File: src/rtl/gpio_edge_pkg.sv
package gpio_edge_pkg;
  localparam int PORT_W = 8;
  localparam int ADDR_W = 8;
  localparam int SYNC_N = 2;
  typedef logic [ADDR_W-1:0] reg_addr_t;
  localparam reg_addr_t OFS_DIR = 8'h70;
  localparam reg_addr_t OFS_EN  = 8'h78;
  localparam reg_addr_t OFS_STS = 8'h79;
endpackage

File: src/rtl/gpio_sync.sv
module gpio_sync #(
  parameter int W      = 8,
  parameter int STAGES = 2
) (
  input  logic         clk_i,
  input  logic         rst_ni,
  input  logic [W-1:0] pin_i,
  output logic [W-1:0] sync_o
);
  logic [W-1:0] stg_q [STAGES];

  for (genvar s = 0; s < STAGES; s++) begin : g_stg
    if (s == 0) begin : g_first
      always_ff @(posedge clk_i or negedge rst_ni)
        if (!rst_ni) stg_q[s] <= '0;
        else         stg_q[s] <= pin_i;
    end else begin : g_next
      always_ff @(posedge clk_i or negedge rst_ni)
        if (!rst_ni) stg_q[s] <= '0;
        else         stg_q[s] <= stg_q[s-1];
    end
  end

  assign sync_o = stg_q[STAGES-1];
endmodule

File: src/rtl/gpio_edge_det.sv
module gpio_edge_det #(
  parameter int W = 8
) (
  input  logic         clk_i,
  input  logic         rst_ni,
  input  logic [W-1:0] sync_i,
  output logic [W-1:0] edge_o
);
  logic [W-1:0] prev_q;

  always_ff @(posedge clk_i or negedge rst_ni)
    if (!rst_ni) prev_q <= '0;
    else         prev_q <= sync_i;

  // any level change, either direction
  assign edge_o = sync_i ^ prev_q;

  a_r3_edge_on_change: assert property (@(posedge clk_i) disable iff (!rst_ni)
    edge_o == (sync_i ^ $past(sync_i)));
endmodule

File: src/rtl/gpio_edge_regs.sv
module gpio_edge_regs
  import gpio_edge_pkg::*;
#(
  parameter int W = PORT_W
) (
  input  logic         clk_i,
  input  logic         rst_ni,
  input  logic [W-1:0] edge_i,
  input  reg_addr_t    addr_i,
  input  logic [W-1:0] wdata_i,
  input  logic         we_i,
  output logic [W-1:0] rdata_o,
  output logic         irq_o
);
  logic [W-1:0] dir_q, en_q, sts_q;
  logic [W-1:0] arm_v, set_v, clr_v;
  logic         wr_dir, wr_en, wr_sts;

  assign wr_dir = we_i && (addr_i == OFS_DIR);
  assign wr_en  = we_i && (addr_i == OFS_EN);
  assign wr_sts = we_i && (addr_i == OFS_STS);

  // armed: enabled and direction is input (0)
  assign arm_v = en_q & ~dir_q;
  assign set_v = edge_i & arm_v;
  assign clr_v = wr_sts ? wdata_i : '0;

  always_ff @(posedge clk_i or negedge rst_ni)
    if (!rst_ni) begin
      dir_q <= '0;
      en_q  <= '0;
    end else begin
      if (wr_dir) dir_q <= wdata_i;
      if (wr_en)  en_q  <= wdata_i;
    end

  // set beats clear
  always_ff @(posedge clk_i or negedge rst_ni)
    if (!rst_ni) sts_q <= '0;
    else         sts_q <= set_v | (sts_q & ~clr_v);

  always_comb begin
    case (addr_i)
      OFS_DIR: rdata_o = dir_q;
      OFS_EN:  rdata_o = en_q;
      OFS_STS: rdata_o = sts_q;
      default: rdata_o = '0;
    endcase
  end

  assign irq_o = |sts_q;

  a_r4_r5_set_only_armed: assert property (@(posedge clk_i) disable iff (!rst_ni)
    (sts_q & ~$past(sts_q) & ~$past(arm_v)) == '0);

  a_r6_clear_written_ones: assert property (@(posedge clk_i) disable iff (!rst_ni)
    wr_sts |=> ((sts_q & $past(wdata_i & ~set_v)) == '0));

  a_r7_set_wins: assert property (@(posedge clk_i) disable iff (!rst_ni)
    (|set_v) |=> ((sts_q & $past(set_v)) == $past(set_v)));

  a_r8_sticky: assert property (@(posedge clk_i) disable iff (!rst_ni)
    (~sts_q & $past(sts_q) & ~$past(clr_v)) == '0);
endmodule

File: src/rtl/gpio_edge_unit.sv
module gpio_edge_unit
  import gpio_edge_pkg::*;
(
  input  logic              clk_i,
  input  logic              rst_ni,
  input  logic [PORT_W-1:0] pin_i,
  input  logic [ADDR_W-1:0] addr_i,
  input  logic [PORT_W-1:0] wdata_i,
  input  logic              we_i,
  output logic [PORT_W-1:0] rdata_o,
  output logic              irq_o
);
  logic [PORT_W-1:0] sync_w, edge_w;

  gpio_sync #(.W(PORT_W), .STAGES(SYNC_N)) u_sync (
    .clk_i(clk_i), .rst_ni(rst_ni), .pin_i(pin_i), .sync_o(sync_w));

  gpio_edge_det #(.W(PORT_W)) u_det (
    .clk_i(clk_i), .rst_ni(rst_ni), .sync_i(sync_w), .edge_o(edge_w));

  gpio_edge_regs #(.W(PORT_W)) u_regs (
    .clk_i(clk_i), .rst_ni(rst_ni), .edge_i(edge_w),
    .addr_i(addr_i), .wdata_i(wdata_i), .we_i(we_i),
    .rdata_o(rdata_o), .irq_o(irq_o));

  a_r9_irq_level: assert property (@(posedge clk_i) disable iff (!rst_ni)
    $rose(irq_o) |-> (addr_i != 8'h79 || rdata_o != '0));
endmodule

File: config.mk
export PLATFORM = sky130hd
export DESIGN_NAME = gpio_edge_unit
export DESIGN_NICKNAME = d
export VERILOG_FILES = /design/src/rtl/gpio_edge_pkg.sv /design/src/rtl/gpio_sync.sv /design/src/rtl/gpio_edge_det.sv /design/src/rtl/gpio_edge_regs.sv /design/src/rtl/gpio_edge_unit.sv
export SDC_FILE = /design/constraint.sdc
export NUM_CORES = 1
export LEC_CHECK = 0
export ABC_AREA = 1
export BUFFER_PORTS_ARGS = -buffer_cell sky130_fd_sc_hd__buf_4
export CELL_PAD_IN_SITES_DETAIL_PLACEMENT = 0
export CELL_PAD_IN_SITES_GLOBAL_PLACEMENT = 2
export CORE_MARGIN = 3
export CORE_UTILIZATION = 32
export CTS_CLUSTER_DIAMETER = 30
export DETAILED_ROUTE_END_ITERATION = 8
export PLACE_DENSITY_LB_ADDON = 0.2
export SLEW_MARGIN = 20
export SYNTH_ARGS = -nofsm -noshare
export SYNTH_HDL_FRONTEND = slang
export SYNTH_SLANG_ARGS = --single-unit
File: constraint.sdc
create_clock -name clk_i -period 0.8 [get_ports clk_i]
set_input_delay 0.08 -clock clk_i [delete_from_list [all_inputs] [get_ports clk_i]]
set_output_delay 0.08 -clock clk_i [all_outputs]
set_load 0.02 [all_outputs]
==> reports/qor.yml <==
cp_max_fo: 2
ys.warnings.count: 0
n_fill_cell: 580
p_leak_uw: 0.001511
instances_no_fill: 339
worst_slack_ns: -0.5357
ys_dominant_reg_cell: "dfrtp_1"
die_area_um2: 7430
first_pass_iters: 4
start_util_pct: 33.96
gp_congestion: 0.7987
fin_crit_ns: 1.336
grt.total_usage_pct: 13.76
critPathArrivalTime_ns: 1.26
synth.most_common_cell: "dfrtp_1"
slew_violations: 0
tritoncts: "done"
clock_latency_ns: 0.29
dr_total_vias: 1579
synth_compound_area_share_pct: 6.809
fin_worst_skew_ns: 0.005927
critPathKind: "flip-flop to primary output"
diodes: 0
place_ws_ns: -0.4177
synthCells: 188
antenna_found_initial: 0
cts_root_buffer: "clkbuf_8"
grt_pass1_wl_mm: 7.969
synth_mux_area_share_pct: 0
rsz0062_at_grt: "yes"
synth_largest_area_cell: "dfrtp_1"
numCtsBuffers: 5
start_kind: "flip-flop"
outcome: "finished with violations"
seq_area_frac_synth_pct: 58.36
ys_types: 20
port_buffers: 35
drtIter0Drc: 36
fp.dieW_um: 86.20
hpwl_mm: 3.379
synthTopCellsByArea: "dfrtp_1, nand2_1, o21ai_2"
grt_max_degree: 19
synth_xor_area_share_pct: 3.404
grt-ovfl-total: 0
cp_data_required_time_ns: 0.72
clock_path_buffers: 2
via_per_inst: 4.658
power_uw: 4695
synth-seq-cells: 48
synth_nets: 215
clock.fmax_ghz: 0.7486
clock-sinks: 48
setup_viol: 11
yosysTopAreaCellShare_pct: 58.36
drive_gt1_share_pct: 49.24
crit_path_end_kind: "primary output"
violations: "negative setup slack"
die_h_um: 86.20
htreeDepth: 2
drt_drc_violations_left: 0
finalHoldViolations: 0
async_reset_ff_share_pct: 100.0
worst_ir_drop_vdd_uv: 961.3
io_pins: 36
synthAdderAreaFrac_pct: 0
fin_crit_sh_pct: 167.0
drt-total-wl_mm: 4.711
dp.cells: 318
core_um2: 6061
nNetsFinal: 290
grt_pass1_vias: 1703
syn_area_um2: 2058
cap_violations: 0
synth_edf_count: 0
synthSimpleGateAreaFrac_pct: 26.38
row_count: 28
ant_nets: 0
maxSlewHeadroom_pct: 81.66
power_density_nw_per_um2: 1501
clk_pin_slew_ns: 0.09
wl_per_cell_um: 13.90
worst_pin_slew_ns: 0.2752
synth_top_family_by_area: "simple AND/OR/NAND/NOR gates"
syn_to_final_growth_pct: 51.98
avgSynthCellArea_um2: 10.95
synthTopCellsByCount: "dfrtp_1, nand2_1, nand3_1"
worstHoldPathType: "input pin to flip-flop"
what timing repair did:
action,in CTS,in global routing
gates resized for setup,32,5
setup endpoints to repair,12,17
pin swaps,10,8
setup buffers,4,3
hold endpoints to repair,56,0
hold buffers,9,0
where the power goes:
part	switching (uW)	internal [uW]	total, uW	leakage [uW]
Combinational	290	309	599	0.000894
Sequential	77.6	2540	2620	0.000572
Clock	772	703	1480	0.0000445
placed cells by master, fill, tap and decap left out, types with 2 or more instances in the layout:
cell type,n
dlygate4sd3_1,9
buf_6,19
nand3_4,8
nand2_8,2
dfrtp_1,48
nand3b_1,8
nor2_4,2
o21ai_2,16
nand2_4,3
clkbuf_8,6
nand3_2,10
nand4_1,8
xor2_1,8
nor2_8,2
nand2_2,7
buf_12,4
nand2_1,35
inv_1,9
nand3_1,8
buf_4,43
layer usage:
| metal | share of wire, % | vias up | track usage, % |
|---|---|---|---|
| met5 | 0 | - | 0 |
| met2 | 50 | 32 | 24.11 |
| li1 | - | 772 | - |
| met3 | 4.4 | 6 | 3.137 |
| met1 | 44 | 769 | 17.10 |
| met4 | 1.1 | 0 | 3.683 |
cells by family (layout without fill, tap and decap cells):
| family | count (synthesis) | count (layout) |
|---|---|---|
| DFF | 48 | 48 |
| buffers and inverters | 20 | 96 |
| and+or+nand+nor | 96 | 96 |
| xor gates and xnor gates | 8 | 8 |
| AOI/OAI and AO/OA | 16 | 16 |
state kept, by name (all words and copies together) (netlist names):
| register | count |
|---|---|
| u_det.prev_q | 8 |
| u_regs.dir_q | 8 |
| u_regs.en_q | 8 |
| u_regs.sts_q | 8 |
| u_sync.stg_q | 8 |
| u_sync.sync_o | 8 |
through the flow:
step                      util [%]  hold WS (ns)  TNS [ns]  instance area [um2]
after floorplan                  -       -0.2156   -0.7674                 2220
after global placement       45.48      -0.02746    -8.059                 2756
after detailed placement     45.48      -0.01639    -8.539                 2756
after CTS                    51.36       0.07119    -3.869                 3113
after global routing         51.61       0.07308    -4.484                 3128
final                        51.61       0.07762    -3.678                 3128
critical path: stages (launching register included):
cell and delay, ns:
dfrtp_1 0.42, nor4_4 0.29, nand2_1 0.11, buf_6 0.14
path summary, 6_finish.rpt:
path                             startpoint  slack, ns  cells after the start               end
setup / recovery            u_regs.sts_q[7]      -0.54                      3             irq_o
hold / removal                   wdata_i[1]       0.08                      3    u_regs.en_q[1]
setup reg to reg            u_regs.sts_q[7]      -0.07                      4   u_regs.sts_q[7]
hold reg to reg            u_sync.stg_q[10]       0.35                      0  u_sync.sync_o[2]
max in group asynchronous            rst_ni       0.21                      3   u_regs.sts_q[4]
min in group asynchronous            rst_ni       0.21                      2   u_sync.stg_q[8]
layout make-up:
cell class | count | area, um2 | area share (%)
Tap cell | 75 | 93.84 | 3.000
Clock buffer | 7 | 86.33 | 2.760
Inverter | 13 | 77.57 | 2.480
Sequential cell | 48 | 1201 | 38.40
Multi-Input combinational cell | 120 | 954.7 | 30.52
Clock inverter | 1 | 7.507 | 0.2400
Timing Repair Buffer | 75 | 706.9 | 22.60
(Power assumes the default switching activity.)
